[src/rtl/uart_lc_pkg.sv]
package uart_lc_pkg;
  typedef enum logic {
    DIR_RX = 1'b0,
    DIR_TX = 1'b1
  } xcvr_dir_e;

  localparam logic LINE_IDLE  = 1'b1;
  localparam logic LINE_BREAK = 1'b0;
endpackage

[src/rtl/uart_lc_regs.sv]
module uart_lc_regs #(
  parameter int BRK_W = 8,
  parameter int DLY_W = 4
) (
  input  logic             clk,
  input  logic             rst,
  input  logic             brk_we,
  input  logic [BRK_W-1:0] brk_wdata,
  input  logic             dly_we,
  input  logic [DLY_W-1:0] dly_wdata,
  output logic [BRK_W-1:0] brk_q,
  output logic [DLY_W-1:0] dly_q,
  output logic             brk_req
);
  always_ff @(posedge clk) begin
    if (rst) begin
      brk_q <= '0;
      dly_q <= '0;
    end else begin
      if (brk_we) brk_q <= brk_wdata;
      if (dly_we) dly_q <= dly_wdata;
    end
  end

  assign brk_req = |brk_q;
endmodule

[src/rtl/uart_lc_break.sv]
module uart_lc_break
  import uart_lc_pkg::*;
(
  input  logic clk,
  input  logic rst,
  input  logic brk_req,
  input  logic sh_busy,
  input  logic sh_txd,
  output logic brk_drive,
  output logic txd
);
  logic brk_on_q;

  // A break starts only at an edge where no character is in flight;
  // once running it is held until the request is withdrawn.
  assign brk_drive = brk_req & (brk_on_q | ~sh_busy);

  always_ff @(posedge clk) begin
    if (rst) begin
      brk_on_q <= 1'b0;
      txd      <= LINE_IDLE;
    end else begin
      brk_on_q <= brk_drive;
      if (brk_drive)    txd <= LINE_BREAK;
      else if (sh_busy) txd <= sh_txd;
      else              txd <= LINE_IDLE;
    end
  end
endmodule

[src/rtl/uart_lc_dir.sv]
module uart_lc_dir
  import uart_lc_pkg::*;
#(
  parameter int DLY_W = 4
) (
  input  logic             clk,
  input  logic             rst,
  input  logic             hdx_en,
  input  logic             line_active,
  input  logic             bit_tick,
  input  logic [DLY_W-1:0] dly,
  output logic             xcvr_tx
);
  xcvr_dir_e        dir_q;
  logic [DLY_W-1:0] cnt_q;
  logic             turn_done;

  // >= rather than == so a delay lowered below the count ends the wait.
  assign turn_done = (cnt_q >= dly);

  always_ff @(posedge clk) begin
    if (rst) begin
      dir_q <= DIR_RX;
      cnt_q <= '0;
    end else if (!hdx_en || line_active) begin
      dir_q <= DIR_TX;
      cnt_q <= '0;
    end else if (dir_q == DIR_TX && bit_tick) begin
      if (turn_done) begin
        dir_q <= DIR_RX;
        cnt_q <= '0;
      end else begin
        cnt_q <= cnt_q + 1'b1;
      end
    end
  end

  assign xcvr_tx = (dir_q == DIR_TX);
endmodule

[src/rtl/uart_tx_line_ctrl.sv]
module uart_tx_line_ctrl #(
  parameter int BRK_W = 8,
  parameter int DLY_W = 4
) (
  input  logic             clk,
  input  logic             rst,
  input  logic             brk_wr_en,
  input  logic [BRK_W-1:0] brk_wr_data,
  output logic [BRK_W-1:0] brk_rd_data,
  input  logic             dly_wr_en,
  input  logic [DLY_W-1:0] dly_wr_data,
  output logic [DLY_W-1:0] dly_rd_data,
  input  logic             hdx_en,
  input  logic             sh_busy,
  input  logic             sh_txd,
  input  logic             bit_tick,
  output logic             txd,
  output logic             xcvr_tx
);
  logic brk_req;
  logic brk_drive;
  logic line_active;

  uart_lc_regs #(.BRK_W(BRK_W), .DLY_W(DLY_W)) u_regs (
    .clk       (clk),
    .rst       (rst),
    .brk_we    (brk_wr_en),
    .brk_wdata (brk_wr_data),
    .dly_we    (dly_wr_en),
    .dly_wdata (dly_wr_data),
    .brk_q     (brk_rd_data),
    .dly_q     (dly_rd_data),
    .brk_req   (brk_req)
  );

  uart_lc_break u_break (
    .clk       (clk),
    .rst       (rst),
    .brk_req   (brk_req),
    .sh_busy   (sh_busy),
    .sh_txd    (sh_txd),
    .brk_drive (brk_drive),
    .txd       (txd)
  );

  assign line_active = sh_busy | brk_drive;

  uart_lc_dir #(.DLY_W(DLY_W)) u_dir (
    .clk         (clk),
    .rst         (rst),
    .hdx_en      (hdx_en),
    .line_active (line_active),
    .bit_tick    (bit_tick),
    .dly         (dly_rd_data),
    .xcvr_tx     (xcvr_tx)
  );
endmodule

[config.mk]
export PLATFORM = sky130hd
export DESIGN_NAME = uart_tx_line_ctrl
export DESIGN_NICKNAME = d
export VERILOG_FILES = /design/src/rtl/uart_lc_pkg.sv /design/src/rtl/uart_lc_regs.sv /design/src/rtl/uart_lc_break.sv /design/src/rtl/uart_lc_dir.sv /design/src/rtl/uart_tx_line_ctrl.sv
export SDC_FILE = /design/constraint.sdc
export NUM_CORES = 1
export LEC_CHECK = 0
export BUFFER_PORTS_ARGS = -buffer_cell sky130_fd_sc_hd__clkbuf_2
export CORE_MARGIN = 10
export CORE_UTILIZATION = 46
export DETAILED_ROUTE_END_ITERATION = 8
export PLACE_DENSITY = 0.85
export SLEW_MARGIN = 20
export SYNTH_ARGS = -nofsm -noshare
export SYNTH_HDL_FRONTEND = slang
export SYNTH_SLANG_ARGS = --single-unit
[constraint.sdc]
create_clock -name clk -period 1.6 [get_ports clk]
set_clock_uncertainty 0.1 [all_clocks]
set_input_delay 0.08 -clock clk [delete_from_list [all_inputs] [get_ports clk]]
set_output_delay 0.08 -clock clk [all_outputs]
set_load 0.02 [all_outputs]
==> impl_metrics.tcl <==
set metrics [dict create \
    antenna_left 0 \
    hp-class "input pin to register" \
    num_vias 807 \
    rr_startpoint "u_regs.brk_q[4]" \
    synth_top_family_by_area "simple AND/OR/NAND/NOR gates" \
    slowest_stage "a2111o_1" \
    synthMuxAreaShare_pct 15.7 \
    synth_cell_types 23 \
    dieArea_um2 3900 \
    path_clk_slew_ps 100 \
    r2r_end "u_dir.cnt_q[0]" \
    holdCritStartpoint "sh_busy" \
    wl_um 2330 \
    setup_ws_ps 39.0 \
    layoutNonFillerInstCount 161 \
    fin_util_pct 71.7 \
    p_leak_nw 0.587 \
    cap_violations 0 \
    grt_max_degree 21 \
    worst_r2r_path_depth 4 \
    fillers 120 \
    period_needed_ps 1560 \
    final_area_um2 1240 \
    crit_type "register to register" \
    crit_end "u_dir.cnt_q[0]" \
    synth_top_cell_by_area "dfxtp_1" \
    synthTopCellsByCount "dfxtp_1 (19), mux2i_1 (13), nor2_1 (13), nor4_1 (6)" \
    worst_pin_slew_ps 427 \
    slew-limit-headroom_pct 71.6 \
    area_delta_synth_final_pct 49.2 \
    design.core.area_um2 1730 \
    hold_viol 0 \
    syn_inst 87 \
    fmax_mhz 641 \
    place_area_um2 1020 \
    via_per_inst 5.01 \
    yosys.area_share.adder_pct 7.54 \
    netlist.area_leader.share_pct 45.9 \
    drt-initial-drc-count 31 \
    synth_nets 112 \
    p_per_area_nw_per_um2 784 \
    status "finished, final reports clean" \
    rows 15 \
    initial_core_util_pct 48.0 \
    die_y_um 62.5 \
    clockBufferDepth 2 \
    place_hpwl_um 1570 \
    ir_worst_vdd_mv 0.547 \
    synth-edff-count 0 \
    startpoint_type "register" \
    clkLatencyLatePin_ps 300 \
    place.gp.congestion 0.794 \
    seq_area_um2 383 \
    synth_compound_area_share_pct 4.83 \
    slew_violations 0 \
    dp.cells 142 \
    io_pins 34 \
    synth.area.top_cells "dfxtp_1 (46%), mux2i_1 (16%), ha_1 (7.5%), nor2_1 (5.9%), nor4_1 (4.5%)" \
    grt_pass1_wl_um 3680 \
    fin_crit_sh_pct 97.6 \
    die_w_um 62.5 \
    multiInputGateArea_um2 440 \
    rsz0062_at_grt "true" \
    place_ws_ps -104 \
    fin_nets 162 \
    wire_per_inst_um 14.4 \
    slowest_delay_ps 390 \
    antenna_cells 0 \
    yosysWarningCount 0 \
    yosys.area_share.simple_pct 17.3 \
    cts_tree "built" \
    startpoint "u_regs.brk_q[4]" \
    cts-root-buf "clkbuf_4" \
    htreeDepth 1 \
    grt_overflow 0 \
    place.port_buffers 33 \
    cp-end-kind "register" \
    remaining_drc_errors 0 \
    ys.flop_type "dfxtp_1" \
    grt_pass1_vias 803 \
    cts_sinks 19 \
    ys_seq_elements 19 \
    async_flop_share_pct 0 \
    synth_xor_area_share_pct 3.17 \
    grt_use_total_pct 11.2 \
    crit_fanout 4 \
    r2r_setup_slack_ps 40 \
    synth.most_common_cell "dfxtp_1" \
    syn_area_um2 830 \
    grt_antenna_before_repair 0 \
    drive_above_1_share_pct 35.3 \
    required_ps 1710 \
    synth_area_per_cell_um2 9.54 \
    cp_cell_sequence "nor4_4 > nand2_1 > a2111o_1 > nor4_1" \
    synth_seq_area_share_pct 45.9 \
    arrival_ps 1670 \
    report.final.setup_viol 0 \
    cts_buffers 3 \
    dr.pass1.iters 4 \
]
-- area by class of cell --
cell class                 count  area share, %
multi-input combinational     57           35.6
timing repair buffer          50           26.5
clock inverter                 1          0.404
sequential                    19           30.9
clock buffer                   3           1.82
inverter                       6           2.22
tap                           25           2.53
-- power breakdown --
group	leakage (nW)	switching, W	internal (W)
combinational	0.412	0.000109	0.000102
clock	0.0177	0.000145	0.0000934
sequential	0.157	0.0000199	0.000499
-- repair_timing --
item,CTS,global route
endpoints found under the setup margin,4,5
setup buffers,0,1
gates resized for setup,2,6
pin swaps,1,1
hold buffers,14,0
hold endpoints to repair,13,0
-- state kept, by name, indices dropped and copies added (netlist names) --
name,count
u_break.brk_on_q,1
u_dir.xcvr_tx,1
u_break.txd,1
u_regs.brk_q,8
u_regs.dly_q,4
u_dir.cnt_q,4
-- cell families after synthesis --
logic type	after synthesis
and+or+nand+nor	30
buffers and inverters	11
xor gates and xnor gates	3
muxes	13
adders and majority gates	5
AOI/OAI and AO/OA	6
DFF	19
-- metal layers --
layer / GRT usage, % / share of wire [%] / routed length [um] / vias up
met2: 19.1 / 48 / 1120 / 37
met1: 12.8 / 45 / 1040 / 373
li1: - / - / - / 394
met5: 0 / 0 / 0 / -
met3: 3.76 / 6.3 / 147 / 3
met4: 3.35 / 0.73 / 17 / 0
-- placed cells by master (no fill, tap or decap), types with 2 or more instances in the layout --
cell type / count
dlygate4sd3_1: 14
nand2_1: 4
clkbuf_2: 33
mux2i_1: 13
inv_1: 5
xor2_1: 2
nor4_1: 2
nand2b_1: 2
nor2_1: 13
dfxtp_2: 2
dfxtp_1: 17
ha_1: 5
buf_4: 3
clkbuf_4: 3
nor4_2: 3
-- worst min-delay path by stage --
stage,end,slack [ps],cells after the start
after detailed placement,u_regs.brk_q[7],230,3
final,u_break.brk_on_q,20,4
after global placement,u_regs.dly_q[1],210,3
after CTS,u_dir.xcvr_tx,20,4
after floorplan,u_regs.dly_q[0],130,2
after global routing,u_regs.dly_q[3],40,3
-- worst max-delay path, delay by kind of cell, from the launching register on --
kind            cells  cell delay, ps
flops               1             350
simple gates        3             640
compound gates      1             390
-- metrics by stage --
stage / hold WS [ps] / power (W) / setup TNS (ps)
3_3_place_gp: 212 / 0.000688 / 0
3_5_place_dp: 230 / 0.000694 / -208
5_1_grt: 43.0 / 0.00101 / -60.5
6_report: 22.8 / 0.000970 / 0
4_1_cts: 19.2 / 0.000950 / 0
2_1_floorplan: 127 / 0.000628 / 0
(Power assumes the default switching activity.)
